<file path="src/rtl/sysc_pkg.sv">
package sysc_pkg;

    localparam int unsigned WORD_W = 32;
    localparam int unsigned IDX_W  = 5;
    localparam int unsigned ADDR_W = IDX_W + 2;
    localparam int unsigned BE_W   = WORD_W / 8;

    localparam logic [IDX_W-1:0] IX_STRAP   = 5'd0;
    localparam logic [IDX_W-1:0] IX_OUTW    = 5'd1;
    localparam logic [IDX_W-1:0] IX_IENW    = 5'd2;
    localparam logic [IDX_W-1:0] IX_CMD     = 5'd16;
    localparam logic [IDX_W-1:0] IX_SCRATCH = 5'd20;
    localparam logic [IDX_W-1:0] IX_LOCK    = 5'd21;
    localparam logic [IDX_W-1:0] IX_CLKRATE = 5'd29;
    localparam logic [IDX_W-1:0] IX_FEATURE = 5'd30;
    localparam logic [IDX_W-1:0] IX_IDENT   = 5'd31;

    localparam logic [15:0] CMD_HALT_CODE = 16'h000E;
    localparam logic [WORD_W-1:0] CMD_READY = 32'h0000_0001;

    typedef enum logic [3:0] {
        K_NONE,
        K_STRAP,
        K_OUTW,
        K_IENW,
        K_TIMER,
        K_CMD,
        K_SCRATCH,
        K_LOCK,
        K_CLKRATE,
        K_FEATURE,
        K_IDENT
    } slot_kind_e;

    typedef enum logic [2:0] {
        ST_IDLE,
        ST_RD_ACK,
        ST_RD_FAULT,
        ST_WR_ACK,
        ST_WR_FAULT,
        ST_HALT,
        ST_REBOOT
    } acc_state_e;

endpackage

</file>
<file path="src/rtl/sysc_decode.sv">
module sysc_decode
    import sysc_pkg::*;
#(
    parameter int unsigned NT = 2
) (
    input  logic [IDX_W-1:0] idx,
    output slot_kind_e       kind,
    output logic [NT-1:0]    tmr_hit,
    output logic [1:0]       tmr_field
);

    localparam int unsigned GRP_W = IDX_W - 2;

    logic [GRP_W-1:0] grp;
    assign grp       = idx[IDX_W-1:2];
    assign tmr_field = idx[1:0];

    for (genvar t = 0; t < NT; t++) begin : g_tmr
        assign tmr_hit[t] = (grp == GRP_W'(t + 1)) && (idx[1:0] != 2'd3);
    end

    always_comb begin
        kind = K_NONE;
        unique case (idx)
            IX_STRAP:   kind = K_STRAP;
            IX_OUTW:    kind = K_OUTW;
            IX_IENW:    kind = K_IENW;
            IX_CMD:     kind = K_CMD;
            IX_SCRATCH: kind = K_SCRATCH;
            IX_LOCK:    kind = K_LOCK;
            IX_CLKRATE: kind = K_CLKRATE;
            IX_FEATURE: kind = K_FEATURE;
            IX_IDENT:   kind = K_IDENT;
            default:    kind = (|tmr_hit) ? K_TIMER : K_NONE;
        endcase
    end

endmodule

</file>
<file path="src/rtl/sysc_regs.sv">
module sysc_regs
    import sysc_pkg::*;
(
    input  logic              clk,
    input  logic              rst_n,
    input  logic              wr_en,
    input  slot_kind_e        kind,
    input  logic [WORD_W-1:0] wdata,
    output logic [WORD_W-1:0] outw_q,
    output logic [WORD_W-1:0] ienw_q,
    output logic [WORD_W-1:0] scratch_q,
    output logic              lock_q
);

    always_ff @(posedge clk) begin
        if (!rst_n) begin
            outw_q    <= '0;
            ienw_q    <= '0;
            scratch_q <= '0;
            lock_q    <= 1'b0;
        end else if (wr_en) begin
            unique case (kind)
                K_OUTW:    outw_q    <= wdata;
                K_IENW:    ienw_q    <= wdata;
                K_SCRATCH: scratch_q <= wdata;
                K_LOCK:    lock_q    <= 1'b1;
                default:   ;
            endcase
        end
    end

endmodule

</file>
<file path="src/rtl/sysc_access_fsm.sv">
module sysc_access_fsm
    import sysc_pkg::*;
(
    input  logic       clk,
    input  logic       rst_n,
    input  logic       acc,
    input  logic       we,
    input  logic       full,
    input  slot_kind_e kind,
    input  logic [15:0] cmd_lo,
    output logic       rd_valid,
    output logic       err,
    output logic       halt,
    output logic       reboot
);

    acc_state_e state_q, state_d;

    always_comb begin
        state_d = ST_IDLE;
        if (!acc) begin
            state_d = ST_IDLE;
        end else if (!full) begin
            state_d = we ? ST_WR_FAULT : ST_RD_FAULT;
        end else if (!we) begin
            state_d = (kind == K_NONE) ? ST_RD_FAULT : ST_RD_ACK;
        end else begin
            unique case (kind)
                K_NONE, K_STRAP, K_CLKRATE, K_FEATURE: state_d = ST_WR_FAULT;
                K_IDENT: state_d = ST_REBOOT;
                K_CMD:   state_d = (cmd_lo == CMD_HALT_CODE) ? ST_HALT : ST_WR_ACK;
                default: state_d = ST_WR_ACK;
            endcase
        end
    end

    always_ff @(posedge clk) begin
        if (!rst_n) state_q <= ST_IDLE;
        else        state_q <= state_d;
    end

    always_comb begin
        rd_valid = 1'b0;
        err      = 1'b0;
        halt     = 1'b0;
        reboot   = 1'b0;
        unique case (state_q)
            ST_IDLE:     ;
            ST_RD_ACK:   rd_valid = 1'b1;
            ST_RD_FAULT: begin rd_valid = 1'b1; err = 1'b1; end
            ST_WR_ACK:   ;
            ST_WR_FAULT: err = 1'b1;
            ST_HALT:     halt = 1'b1;
            ST_REBOOT:   reboot = 1'b1;
            default:     ;
        endcase
    end

endmodule

</file>
<file path="src/rtl/sysc_ctrl.sv">
module sysc_ctrl
    import sysc_pkg::*;
#(
    parameter int unsigned NT       = 2,
    parameter logic [31:0] STRAP_V  = 32'h0000_0001,
    parameter logic [31:0] CLK_HZ   = 32'd80000000,
    parameter logic [31:0] FEAT_V   = 32'h0000_0000,
    parameter logic [31:0] IDENT_V  = 32'h1001_4D31
) (
    input  logic               clk,
    input  logic               rst_n,
    input  logic               bus_sel,
    input  logic               bus_we,
    input  logic [6:0]         bus_addr,
    input  logic [3:0]         bus_be,
    input  logic [31:0]        bus_wdata,
    output logic [31:0]        bus_rdata,
    output logic               bus_rvalid,
    output logic               bus_err,
    output logic [31:0]        gpio_out,
    output logic [31:0]        gpio_inten,
    output logic               halt_req,
    output logic               reboot_req,
    output logic [NT-1:0]      timer_sel,
    output logic [1:0]         timer_field,
    output logic               timer_we,
    output logic [31:0]        timer_wdata,
    input  logic [NT*32-1:0]   timer_rdata
);

    localparam logic [BE_W-1:0] BE_FULL = {BE_W{1'b1}};

    logic [IDX_W-1:0]  idx;
    logic              full;
    slot_kind_e        kind;
    logic [NT-1:0]     tmr_hit;
    logic [WORD_W-1:0] outw_q, ienw_q, scratch_q;
    logic              lock_q;
    logic [WORD_W-1:0] tmr_word;
    logic [WORD_W-1:0] rd_mux;
    logic [WORD_W-1:0] rdata_q;

    assign idx  = bus_addr[ADDR_W-1:2];
    assign full = (bus_be == BE_FULL) && (bus_addr[1:0] == 2'b00);

    sysc_decode #(.NT(NT)) u_dec (
        .idx       (idx),
        .kind      (kind),
        .tmr_hit   (tmr_hit),
        .tmr_field (timer_field)
    );

    sysc_regs u_regs (
        .clk       (clk),
        .rst_n     (rst_n),
        .wr_en     (bus_sel && bus_we && full),
        .kind      (kind),
        .wdata     (bus_wdata),
        .outw_q    (outw_q),
        .ienw_q    (ienw_q),
        .scratch_q (scratch_q),
        .lock_q    (lock_q)
    );

    sysc_access_fsm u_fsm (
        .clk      (clk),
        .rst_n    (rst_n),
        .acc      (bus_sel),
        .we       (bus_we),
        .full     (full),
        .kind     (kind),
        .cmd_lo   (bus_wdata[15:0]),
        .rd_valid (bus_rvalid),
        .err      (bus_err),
        .halt     (halt_req),
        .reboot   (reboot_req)
    );

    always_comb begin
        tmr_word = '0;
        for (int t = 0; t < NT; t++) begin
            if (tmr_hit[t]) tmr_word = timer_rdata[t*WORD_W +: WORD_W];
        end
    end

    always_comb begin
        rd_mux = '0;
        unique case (kind)
            K_STRAP:   rd_mux = STRAP_V;
            K_OUTW:    rd_mux = outw_q;
            K_IENW:    rd_mux = ienw_q;
            K_TIMER:   rd_mux = tmr_word;
            K_CMD:     rd_mux = CMD_READY;
            K_SCRATCH: rd_mux = scratch_q;
            K_LOCK:    rd_mux = {{(WORD_W-1){1'b0}}, lock_q};
            K_CLKRATE: rd_mux = CLK_HZ;
            K_FEATURE: rd_mux = FEAT_V;
            K_IDENT:   rd_mux = IDENT_V;
            default:   rd_mux = '0;
        endcase
    end

    always_ff @(posedge clk) begin
        if (!rst_n)                 rdata_q <= '0;
        else if (bus_sel && !bus_we) rdata_q <= full ? rd_mux : '0;
    end

    assign bus_rdata   = rdata_q;
    assign gpio_out    = outw_q;
    assign gpio_inten  = ienw_q;
    assign timer_sel   = (bus_sel && full) ? tmr_hit : '0;
    assign timer_we    = bus_we;
    assign timer_wdata = bus_wdata;

endmodule

</file>
<file path="config.mk">
export PLATFORM = sky130hd
export DESIGN_NAME = sysc_ctrl
export DESIGN_NICKNAME = d
export VERILOG_FILES = /design/src/rtl/sysc_pkg.sv /design/src/rtl/sysc_decode.sv /design/src/rtl/sysc_regs.sv /design/src/rtl/sysc_access_fsm.sv /design/src/rtl/sysc_ctrl.sv
export SDC_FILE = /design/constraint.sdc
export NUM_CORES = 1
export LEC_CHECK = 0
export BUFFER_PORTS_ARGS = -buffer_cell sky130_fd_sc_hd__buf_2
export CAP_MARGIN = 5
export CORE_AREA = 10 10 129 131
export DETAILED_ROUTE_END_ITERATION = 8
export DIE_AREA = 0 0 139 141
export PLACE_DENSITY_LB_ADDON = 0.1
export SYNTH_ARGS = -nofsm -noshare
export SYNTH_HDL_FRONTEND = slang
export SYNTH_SLANG_ARGS = --single-unit
</file>
<file path="constraint.sdc">
create_clock -name clk -period 3.6 [get_ports clk]
set_clock_uncertainty 0.15 [all_clocks]
set_input_delay 0.18 -clock clk [delete_from_list [all_inputs] [get_ports clk]]
set_output_delay 0.18 -clock clk [all_outputs]
set_load 0.02 [all_outputs]
</file>
# --- Yosys cells after proc, flatten, opt, wreduce, memory -nomap -nowiden ---
# Cells that the tools add are included.
word_totals:
  input_bits: 111
  regBits: 132
  elab_cells: 72
classes:
  reduce_logical: 21
  eq_ne: 28
  mux: 17
ops:
  columns: ["op", "n"]
  rows:
  - ["32-bit case mux with 8 select lines", 1]
  - ["32-bit 2-to-1 mux", 3]
  - ["4-bit case mux with 9 select lines", 1]
  - ["5-bit == test (second input constant)", 6]
  - ["16-bit by 4-bit == test with 1-bit output (second input constant)", 1]
  - ["4-bit by 3-bit == test with 1-bit output (second input constant)", 4]
  - ["4-bit == test (second input constant)", 4]
  - ["3-bit 2-to-1 mux", 5]
  - ["2-bit AND reduction", 5]
  - ["3-bit == test (second input constant)", 3]
  - ["3-bit case mux with 3 select lines", 1]
  - ["4-bit by 2-bit == test with 1-bit output (second input constant)", 2]
  - ["2-bit OR reduction", 4]
  - ["1-bit logical AND", 7]
  - ["3-bit by 1-bit == test with 1-bit output (second input constant)", 2]
  - ["3-bit by 2-bit == test with 1-bit output (second input constant)", 2]
  - ["5-bit by 1-bit == test with 1-bit output (second input constant)", 1]
  - ["5-bit by 2-bit == test with 1-bit output (second input constant)", 1]
  - ["5-bit logical NOT", 1]
  - ["4-bit by 1-bit == test with 1-bit output (second input constant)", 1]
  - ["4-bit logical NOT", 1]
  - ["1-bit 2-to-1 mux", 4]
  - ["2-bit 2-to-1 mux", 2]
  - ["4-bit OR reduction", 1]
  - ["3 further kinds", 3]

# --- Longest topological paths before layout ---
# Gate-level depths: netlist of the first run.
logic_depth:
  depth_word: 10
  mapped_depth: 9
  ltp_nobuf: 5

# --- By module ---
# Synthesis of the first run repeated with hierarchy kept, for this count alone.
hier_totals:
  cells_unflattened: 744
  area_unflattened_um2: 6892.9
by_module_without_submodules:
  columns: ["module", "seq_area_each_um2", "instances", "area_per_inst_um2", "cells_per_inst"]
  rows:
  - ["sysc_regs", 1941.9, 1, 3618.5, 353]
  - ["sysc_ctrl", 640.6, 1, 2821.5, 333]
  - ["sysc_access_fsm", 60.1, 1, 254.0, 30]
  - ["sysc_decode", 0.0, 1, 198.9, 28]

# --- Worst setup path after synthesis of the first run ---
# No wires, ideal clock.
synth_path:
  path_type: "in2out"
  startpoint: "in bus_addr[3]"
  endpoint: "out timer_sel[1]"
  path_slack_ps: 1849
  cell_stages: 5
  n_path_buf: 2
  arrival_time_ps: 1421
  required_time_ps: 3270
  path_cell_list: "and2_1 -> buf_2 -> nor4b_2 -> clkbuf_1 -> nor2b_1"
synth_via:
  elab_chain_len: 3
synth_rtl:
  columns: ["element", "line", "text"]
  rows:
  - ["from (decl)", "sysc_ctrl.sv:14", "input logic [6:0] bus_addr,"]
  - ["2-bit != test", "sysc_decode.sv:19", "assign tmr_hit[t] = (grp == GRP_W'(t + 1)) && (idx[1:0] != 2'd3);"]
  - ["1-bit logical AND", "sysc_decode.sv:19", null]
  - ["2-bit 2-to-1 mux", "sysc_ctrl.sv:111", "assign timer_sel = (bus_sel && full) ? tmr_hit : '0;"]
  - ["to (decl)", "sysc_ctrl.sv:24", "output logic [NT-1:0] timer_sel,"]
# No other way between the ends.

# --- Worst setup path in the final report of the first run ---
layout_path:
  startpoint: "in bus_addr[6]"
  endpoint: "reg rdata_q[29] (netlist: bus_rdata[29])"
layout_via:
  elab_chain_len: 9
  elab_cells_between_ends: 30
  classes_between: "eq/ne (19); mux (6); reduce/logical (5)"
layout_rtl:
  columns: ["element", "line", "text"]
  rows:
  - ["3-bit by 1-bit == test with 1-bit output / 3-bit by 2-bit == test with 1-bit output (equally long branches)", "sysc_decode.sv:19", null]
  - ["1-bit logical AND", "sysc_decode.sv:19", null]
  - ["2-bit OR reduction", "sysc_decode.sv:34", "default: kind = (|tmr_hit) ? K_TIMER : K_NONE;"]
  - ["3-bit 2-to-1 mux", "sysc_decode.sv:34", null]
  - ["4-bit case mux with 9 select lines", "sysc_decode.sv:24", "unique case (idx)"]
  - ["4-bit by 1-bit == test with 1-bit output / 4-bit by 3-bit == test with 1-bit output (equally long branches)", "sysc_ctrl.sv:88", "unique case (kind)"]
  - ["2-bit OR reduction (no line)", null, null]
  - ["32-bit case mux with 8 select lines (*)", "sysc_ctrl.sv:88", null]
  - ["32-bit 2-to-1 mux (*)", "sysc_ctrl.sv:105", "else if (bus_sel && !bus_we) rdata_q <= full ? rd_mux : '0;"]
  - ["to (signal assigned)", "sysc_ctrl.sv:105", null]
  - ["to (decl)", "sysc_ctrl.sv:41", "logic [WORD_W-1:0] rdata_q;"]
# Mark *: on every way between the ends. The rest lies on a longest branch, timed or not.
# A chain may end at the register's enable or synchronous reset.

==> results by group, run 1 <==
Placement
  – I/O Buffers: 247
  – Dpl cells: around 1,100
  – Setup WS pre-CTS: roughly 0.87 ns
  – DP HPWL: ~16,000 um
  – Routability cong.: 0.8369

Synthesis
  – Cell taking the most area after synthesis: dfxtp_1
  – Register area share after synthesis: 0.4270
  – Flops & latches, synth: between 100 and 150
  – Post-synthesis adder-cell area fraction: 0
  – Post-synth EDFFs: 0
  – Mux cell area share after synthesis: 0
  – Syn_nets: between 800 and 900
  – Post-Synth XOR/XNOR Area: 0.002831
  – Async S/R FF share, synth: 0
  – Compound-cell area share of the yosys netlist: 0.2719
  – Mapped Avg Cell Area: 8.329 sq um
  – Ys flop type: dfxtp_1
  – Area contributors post-synth: dfxtp_1 (43%), nand2_1 (14%), a21boi_1 (6.8%), a22oi_1 (5.5%), a21boi_0 (5.0%)
  – Synth top area share: 0.4270
  – Warnings from Yosys: 0
  – Simple-gate share of the synthesized area: 0.2093
  – Post-synth cell types: between 40 and 50
  – Largest family of logic cells by synthesized area: compound AO/OA/AOI/OAI gates
  – Post-Syn Area: 6188 sq um
  – Post-Syn Instances: 743

CTS
  – Clk sinks: 132
  – Clock transition at path regs: approximately 0.06 ns
  – CTS root buf: clkbuf_16
  – H-tree levels: 4
  – Num CTS Buffers: 17
  – Clock Path Buffers: 2
  – Skew-Pair Late Insertion Delay: 0.42 ns
  – CTS tree: built
  – Post-CTS Setup Inserts: 0

Floorplan
  – Chip width: 139 um
  – Cell Rows: 44
  – Core ar.: roughly 14,000 sq um
  – Initial Utilization: 0.4357
  – Die height: 141 um
  – Die area: between 15,000 and 20,000 sq um
  – Top Ports: roughly 250

Pwr
  – Internal power: approximately 2.7 mW
  – Reg power frac: 0.408
  – Leak: approximately 3.7 nW
  – Sw Share: 0.2384
  – Pwr dens: 412.0 nW/um^2
  – Max IR drop VDD: about 0.29 mV
  – Sw Pwr: 0.8550 mW
  – Clk pwr share: 0.496
  – Logic pwr share: 0.096

Cells and area
  – Most frequent cells in the layout: buf_2 (247), nand2_1 (230), dfxtp_1 (132)
  – Nets@finish: 1,116
  – Final core occ: 0.6129
  – Diode count: 0
  – Filler Cells Inserted: 1,273
  – Area grow syn2layout: 40.68%
  – Most common cell after layout, fill and taps aside: buf_2
  – Share of cells above drive strength 1: 0.3016
  – Post-Layout Cell Count: 1,202

Critical path
  – CP endpoint kind: flip-flop
  – CP startpoint: bus_addr[6]
  – CP required: 3.82 ns
  – WS Path Type: in -> reg
  – Launching point of the worst reg2reg path: u_regs.outw_q[24]
  – Critical Path Start Type: primary input
  – Critical path peak fanout: 20
  – Data arrival time of the worst path: 2.91 ns

STA
  – Slew Limit Fails: 0
  – RSZ-0062 raised after global routing: false
  – Final setup viols: 0
  – Relative slew slack: 0.2176
  – Max Fclk: 371.2 MHz
  – Worst-Margin Slew: 1.171 ns
  – Final TNS setup: 0 ns
  – Final worst-path cycle share: 0.7483
  – Worst setup slack after layout: 0.9063 ns
  – Final min period: 2.694 ns
  – Final hold violations: 0

Drt
  – DR WL/cell: 20.20 um
  – Final WL: 24,280 um
  – Vias per Instance: around 5.5
  – DRC Markers: 0
  – DR vias: 6,665
  – Iteration-0 DRC count of the detailed router: a little under 500
  – Pre-antenna DRT Iters: 5
  – ANT nets after route: 0

Global route
  – First-pass GRT wire length: 37,760 um
  – Remaining global-route overflow: 0
  – Initial antenna violation count: 0
  – Vias in the first global route: 6,892
  – GR Util All Layers: 0.2370
  – Largest net degree at the start of global routing: ~100

Min path
  – Worst hold path type: in -> reg
  – Hold path startpoint: timer_rdata[7]

Status
  – Status: complete, no violations

Flow run
  – Maxcap violations: 0
## cell families (layout without fill, tap and decap cells)
family	count (synthesis)	after routing
simple gates	294	294
compound gates	214	214
flops	132	132
xor+xnor	2	2
buf+inv	101	376
## metal layers
layer / part of all wire / global-route usage / up-vias
met1: 0.41 / 0.2754 / 3189
met2: 0.49 / 0.4017 / 313
li1: - / - / 3127
met5: 0 / 0 / -
met3: 0.086 / 0.07927 / 36
met4: 0.017 / 0.07798 / 0
## area by class of cell
cell class	count	area (sq um)	share of cell area
Inverter	3	11.26	0.001293
Tap cell	184	230.2	0.02644
Clock inverter	12	153.9	0.01768
Timing Repair Buffer	341	2145	0.2463
Multi-Input combinational cell	510	3077	0.3534
Clock buffer	20	446.7	0.05131
Sequential cell	132	2643	0.3035
## synthesized netlist by cell type, types with 2 or more instances
library cell    n
dfxtp_1       132
xnor2_1         2
nor4_2          2
and2_1          3
nor4_1          4
a221oi_1        2
nand2b_1        2
a21boi_0       41
buf_2          23
nor3_1          2
a22oi_1        45
and3b_1         2
o31ai_1         2
a21boi_1       56
nand3_1         5
a211oi_1        2
nor2b_1         8
inv_1           2
a22o_1         32
or3_1           2
nand2_1       230
a222oi_1       16
buf_4          38
or3b_2          2
a21oi_1         4
o21ai_0         3
nor2_1          5
and3_1          3
nand4_1        18
clkbuf_1       36
## worst paths after layout
check	cells past startpoint	slack [ns]	endpoint
max	8	0.91	bus_rdata[29]
min	4	0.02	bus_rdata[7]
max reg2reg	4	1.78	bus_rdata[24]
min reg2reg	2	0.30	u_regs.scratch_q[26]
## power by group through the flow
stage	sequential [mW]	combinational, mW	clock [mW]
after floorplan	1.50	0.159	0
after global placement	1.50	0.273	0
after detailed placement	1.50	0.276	0
after CTS	1.46	0.341	1.79
after global routing	1.46	0.368	1.87
final	1.46	0.345	1.78
## per-stage QoR
step	hold WS, ns	instance area [sq um]	power [mW]
6_report	0.01558	8706	3.587
5_1_grt	0.01327	8706	3.697
4_1_cts	0.002367	8706	3.594
3_5_place_dp	0.2934	7295	1.771
3_3_place_gp	0.2870	7295	1.768
2_1_floorplan	0.1692	6188	1.654
## state kept, by name (all words and copies together), names as in the netlist
name / flops
u_regs.scratch_q: 32
bus_rdata: 32
u_regs.ienw_q: 32
u_fsm.state_q: 3
u_regs.lock_q: 1
u_regs.outw_q: 32
## critical path: stages
cell and delay (ns):
buf_2 0.22, nand2b_1 0.22, nor3_2 0.92, buf_4 0.40
a222oi_1 0.15, nand2_1 0.10, dlygate4sd3_1 0.56, a22o_1 0.12
## what timing repair did
action / 4_1_cts / 5_1_grt
gates resized for setup: 0 / 0
hold buffers: 81 / 0
hold endpoints to repair: 124 / 0
(Power assumes the default switching activity.)
==> run 2: changes to the inputs <==
- CORE_AREA: 10 10 129 131 -> 10 10 130 132
- DIE_AREA: 0 0 139 141 -> 0 0 140 142
- clock period: 3.6 -> 2.45 ns (I/O delays scaled with it)
==> run 2 against run 1 <==
Effect of this change: die area up 1.4%; sequential share of layout area down 1.1 points; final cell count up 2.8%; via count up 3.1%; sequential cell count unchanged; largest power group unchanged; clock power up 51%; highest routed layer unchanged; non-clock buffer count up 34.
==> results by group, run 2 (synthesis gave the netlist of run 1 again) <==
Critical path
  – Critical path peak fanout: 18
  – CP startpoint: bus_sel
  – CP endpoint kind: flip-flop
  – WS Path Type: in -> reg
  – Launching point of the worst reg2reg path: u_regs.outw_q[0]
  – CP required: 2.66 ns
  – Data arrival time of the worst path: 2.46 ns
  – Critical Path Start Type: primary input

Drt
  – Pre-antenna DRT Iters: 6
  – Vias per Instance: ~5.6
  – DR WL/cell: 19.83 um
  – DRC Markers: 0
  – Final WL: around 25,000 um
  – Iteration-0 DRC count of the detailed router: 636
  – ANT nets after route: 0
  – DR vias: between 6,000 and 7,000

Placement
  – Routability cong.: roughly 0.86
  – DP HPWL: 16,460 um
  – Dpl cells: 1,108
  – I/O Buffers: 247
  – Placed inst area: 7462 sq um

CTS
  – Skew-Pair Late Insertion Delay: between 0.4 and 0.5 ns
  – Clock Path Buffers: 2
  – CTS root buf: clkbuf_16
  – Num CTS Buffers: 17
  – H-tree levels: 4
  – CTS tree: built
  – Clock transition at path regs: 0.06 ns
  – Clk sinks: approximately 130
  – CTS resizes: 0

Cells and area
  – Nets@finish: between 1,000 and 1,500
  – Diode count: 0
  – Share of cells above drive strength 1: 0.3127
  – Post-Layout Cell Count: 1,236
  – Most common cell after layout, fill and taps aside: buf_2
  – Design area: 9046 sq um
  – Most frequent cells in the layout: buf_2 (247), nand2_1 (230), dfxtp_1 (132)
  – Area grow syn2layout: 46.18%
  – Final core occ: 0.6320

Flow run
  – Maxcap violations: 0

Global route
  – Vias in the first global route: 7,079
  – GR Util All Layers: 0.2363
  – Initial antenna violation count: 0
  – Remaining global-route overflow: 0
  – First-pass GRT wire length: 38,120 um
  – Largest net degree at the start of global routing: 56

STA
  – Final worst-path cycle share: 0.9173
  – Final min period: 2.247 ns
  – Relative slew slack: 0.5785
  – Worst-Margin Slew: around 0.62 ns
  – Final hold violations: 0
  – Slew Limit Fails: 0
  – RSZ-0062 raised after global routing: false
  – Final TNS setup: 0 ns
  – Final setup viols: 0
  – Max Fclk: between 400 and 500 MHz

Pwr
  – Final Total Pwr: about 5.4 mW
  – Pwr dens: 594.2 nW/um^2
  – Leak: 3.939 nW
  – Max IR drop VDD: 0.4577 mV

Floorplan
  – Chip width: around 140 um
  – Die area: approximately 20,000 sq um
  – Core ar.: 14,310 sq um
  – Die height: 142 um
  – Cell Rows: 44
  – Top Ports: 248
  – Initial Utilization: 0.4323

Min path
  – Hold path startpoint: bus_be[3]
  – Worst hold path type: in -> reg

Status
  – Status: complete, no violations
## run 2: changes by cell type in the layout (fill, tap and decap cells not counted), moves of 2 or more
cell	before	now
clkinv_2	3	6
dlygate4sd3_1	81	95
clkbuf_1	2	0
buf_12	0	2
clkinv_4	2	0
buf_4	13	30
## run 2: critical path, cell delays in order
cell,delay [ns]
dlygate4sd3_1,0.51
buf_2,0.16
nand4_1,0.23
nor4_4,0.37
buf_4,0.34
a22o_1,0.18
dlygate4sd3_1,0.54
## run 2: report_power, final
group          switching [mW]  internal, mW  total [mW]
Combinational           0.271         0.263       0.534
Clock                   0.968          1.72        2.69
Sequential            0.00160          2.15        2.15
## run 2: area by class of cell
cell class                      instances  area, sq um
Clock buffer                           18        439.2
Clock inverter                         14        182.7
Fill cell                            1221         5268
Inverter                                3        11.26
Multi-Input combinational cell        510         3077
Sequential cell                       132         2643
Tap cell                              184        230.2
Timing Repair Buffer                  375         2464
## run 2: worst paths after layout
kind	end	slack (ns)	depth (start not counted)
worst min register to register	u_regs.scratch_q[26]	0.29	2
worst max-delay path	bus_rdata[12]	0.20	7
worst min-delay path	u_fsm.state_q[1]	0.02	5
worst max register to register	bus_rdata[0]	0.65	6
## run 2: stage by stage
stage / setup WS [ns] / hold slack [ns]
floorplan: 0.8119 / 0.1117
global placement: 0.1391 / 0.2478
detailed placement: 0.07488 / 0.2532
CTS: 0.01835 / 0.001652
global route: 0.03803 / 0.06769
finish: 0.2026 / 0.02296
## run 2: layer usage
metal / global-route usage / wire length, um / vias to the layer above
met5: 0 / 0 / -
met4: 0.08207 / 486 / 0
met3: 0.07109 / 2291 / 42
met2: 0.4103 / 12060 / 354
met1: 0.2704 / 9663 / 3283
li1: - / - / 3191
## run 2: repair_timing
action / CTS / global route
hold buffers: 95 / 0
hold endpoints to repair: 129 / 0
setup endpoints to repair: 0 / 0
setup buffers: 0 / 0
==> run 3: changes to the inputs <==
- BUFFER_PORTS_ARGS: -buffer_cell sky130_fd_sc_hd__buf_2 -> default
- CORE_AREA: 10 10 130 132 -> 10 10 129 131
- DIE_AREA: 0 0 140 142 -> 0 0 139 141
- DONT_BUFFER_PORTS: default -> 1
- clock period: 2.45 -> 1.9 ns (I/O delays scaled with it)
==> run 3 against run 2 <==
Effect of this change: the flow now finishes with violations (negative hold slack); sequential share of layout area up 2.9 points; routed wire length up 2.6%; worst hold slack worse by 0.046 ns; global-route usage up 0.49 points; critical endpoint is now bus_rdata[19]; largest cell class unchanged.
==> results by group, run 3 (synthesis gave the netlist of run 1 again) <==
Status
  – Status: finished with violations
  – Violated checks: negative hold slack

Global route
  – First-pass GRT wire length: between 30,000 and 40,000 um
  – Remaining global-route overflow: 0
  – Largest net degree at the start of global routing: 95
  – Initial antenna violation count: 0
  – Vias in the first global route: between 6,000 and 7,000
  – GR Util All Layers: 0.2412

Pwr
  – Reg power frac: 0.422
  – Leak: 3.070 nW
  – Sw Pwr: 1.501 mW
  – Max IR drop VDD: around 0.55 mV
  – Internal power: 5.056 mW
  – Clk pwr share: 0.505
  – Pwr dens: 793.0 nW/um^2
  – Sw Share: 0.2289
  – Logic pwr share: 0.072

Cells and area
  – Area grow syn2layout: 33.60%
  – Final core occ: 0.5821
  – Most frequent cells in the layout: nand2_1 (230), dlygate4sd3_1 (132), dfxtp_1 (124)
  – Nets@finish: 946
  – Multi-input gate area: 3084 sq um
  – Filler Cells Inserted: 1,253
  – Share of cells above drive strength 1: 0.1098
  – Register area: 2658 sq um
  – Most common cell after layout, fill and taps aside: nand2_1
  – Diode count: 0

CTS
  – Num CTS Buffers: 17
  – Clk sinks: between 100 and 150
  – CTS tree: built
  – CTS root buf: clkbuf_16
  – H-tree levels: 4
  – Skew-Pair Late Insertion Delay: 0.43 ns
  – Clock Path Buffers: 2
  – Clock transition at path regs: 0.06 ns

STA
  – Max Fclk: ~540 MHz
  – Relative slew slack: 0.2153
  – Final min period: around 1.8 ns
  – Slew Limit Fails: 0
  – Final TNS setup: 0 ns
  – Final hold violations: 18
  – Final worst-path cycle share: 0.9722
  – Worst-Margin Slew: 1.174 ns
  – Final setup viols: 0
  – Hold WS: -0.02290 ns

Drt
  – ANT nets after route: 0
  – DR WL/cell: 24.39 um
  – DR vias: 6,187
  – Final WL: approximately 25,000 um
  – Vias per Instance: roughly 6.0
  – DRC Markers: 0
  – Iteration-0 DRC count of the detailed router: ~500
  – Pre-antenna DRT Iters: 5

Min path
  – Hold path cells: 4
  – Worst hold path type: in -> reg

Critical path
  – Cells along the critical path: a222oi_1, nand2_1, dlygate4sd3_1, a22o_1
  – CP max stage delay: 0.56 ns
  – Critical path peak fanout: 3
  – Critical Path Start Type: flip-flop
  – Worst r2r path cells: 4
  – Top Family by Delay on Critical Path: buffers and inverters
  – Worst Path Buf+Inv: 1
  – Worst path depth: 4
  – CP endpoint kind: flip-flop
  – Data arrival time of the worst path: 2.01 ns
  – CP required: 2.07 ns
  – Crit path max-delay cell type: dlygate4sd3_1
  – WS Path Type: reg -> reg

Floorplan
  – Top Ports: 248
  – Die area: roughly 20,000 sq um
  – Chip width: between 100 and 150 um
  – Cell Rows: between 40 and 50
  – Core ar.: 14,200 sq um
  – Die height: 141 um
  – Initial Utilization: 0.4357

Placement
  – Routability cong.: approximately 0.84
  – DP HPWL: around 15,000 um
  – I/O Buffers: 0

Flow run
  – Maxcap violations: 0
==> run 3: cell types whose count changed in the layout (fill, tap and decap cells not counted), sizes merged <==
cell          before  now
bufinv             4    2
dlymetal6s4s       0    3
dlygate4sd3       95  132
clkinvlp           2    1
clkbuf            18   21
buf              280   35
==> run 3: worst reg2reg max path, cell delays in order (launching register included) <==
cell and delay (ns):
dfxtp_1 0.39, a222oi_1 0.35, nand2_1 0.09, dlygate4sd3_1 0.56, a22o_1 0.20
==> run 3: cell type report <==
cell class / instances / area share
clock buffers: 20 / 0.05645
clock inverters: 11 / 0.01528
inverters: 3 / 0.001362
multi-input cells: 510 / 0.3730
flip-flops and latches: 132 / 0.3214
well taps: 184 / 0.02785
repair buffers: 171 / 0.2046
==> run 3: metrics by stage <==
step,hold slack [ns],worst slack [ns],instances,cell area [sq um],power (mW)
final,-0.02290,0.05284,1031,8268,6.556
after global routing,0.002528,-0.0001059,1031,8268,6.735
after CTS,-0.08480,0.006474,1028,8213,6.555
after detailed placement,0.04018,0.1250,860,6231,3.051
after global placement,0.04018,0.09209,860,6231,3.049
after floorplan,0.08417,0.2894,743,6188,3.135
==> run 3: what timing repair did <==
item	CTS	global route
setup endpoints to repair	0	31
endpoints found under the hold margin	132	2
hold buffers	137	2
setup buffers	0	2
gates resized for setup	0	15
==> run 3: metal layers <==
| layer | share of wire | global-route usage | vias up |
|---|---|---|---|
| li1 | - | - | 2777 |
| met1 | 0.39 | 0.2828 | 3028 |
| met2 | 0.48 | 0.3957 | 345 |
| met3 | 0.11 | 0.09103 | 37 |
| met4 | 0.021 | 0.08402 | 0 |
| met5 | 0 | 0 | - |
==> run 3: worst paths after layout <==
kind / slack (ns) / end / start
worst max-delay path: 0.05 / bus_rdata[19] / u_regs.outw_q[19]
worst min-delay path: -0.02 / u_regs.scratch_q[23] / bus_we
worst max register to register: 0.05 / bus_rdata[19] / u_regs.outw_q[19]
worst min register to register: 0.31 / u_regs.scratch_q[11] / u_regs.scratch_q[11]
==> run 3: power groups by stage <==
| stage | combinational [mW] | clock [mW] | sequential, mW |
|---|---|---|---|
| 2_1_floorplan | 0.302 | 0 | 2.83 |
| 3_3_place_gp | 0.216 | 0 | 2.83 |
| 3_5_place_dp | 0.218 | 0 | 2.83 |
| 4_1_cts | 0.449 | 3.33 | 2.77 |
| 5_1_grt | 0.502 | 3.46 | 2.77 |
| 6_report | 0.472 | 3.31 | 2.77 |
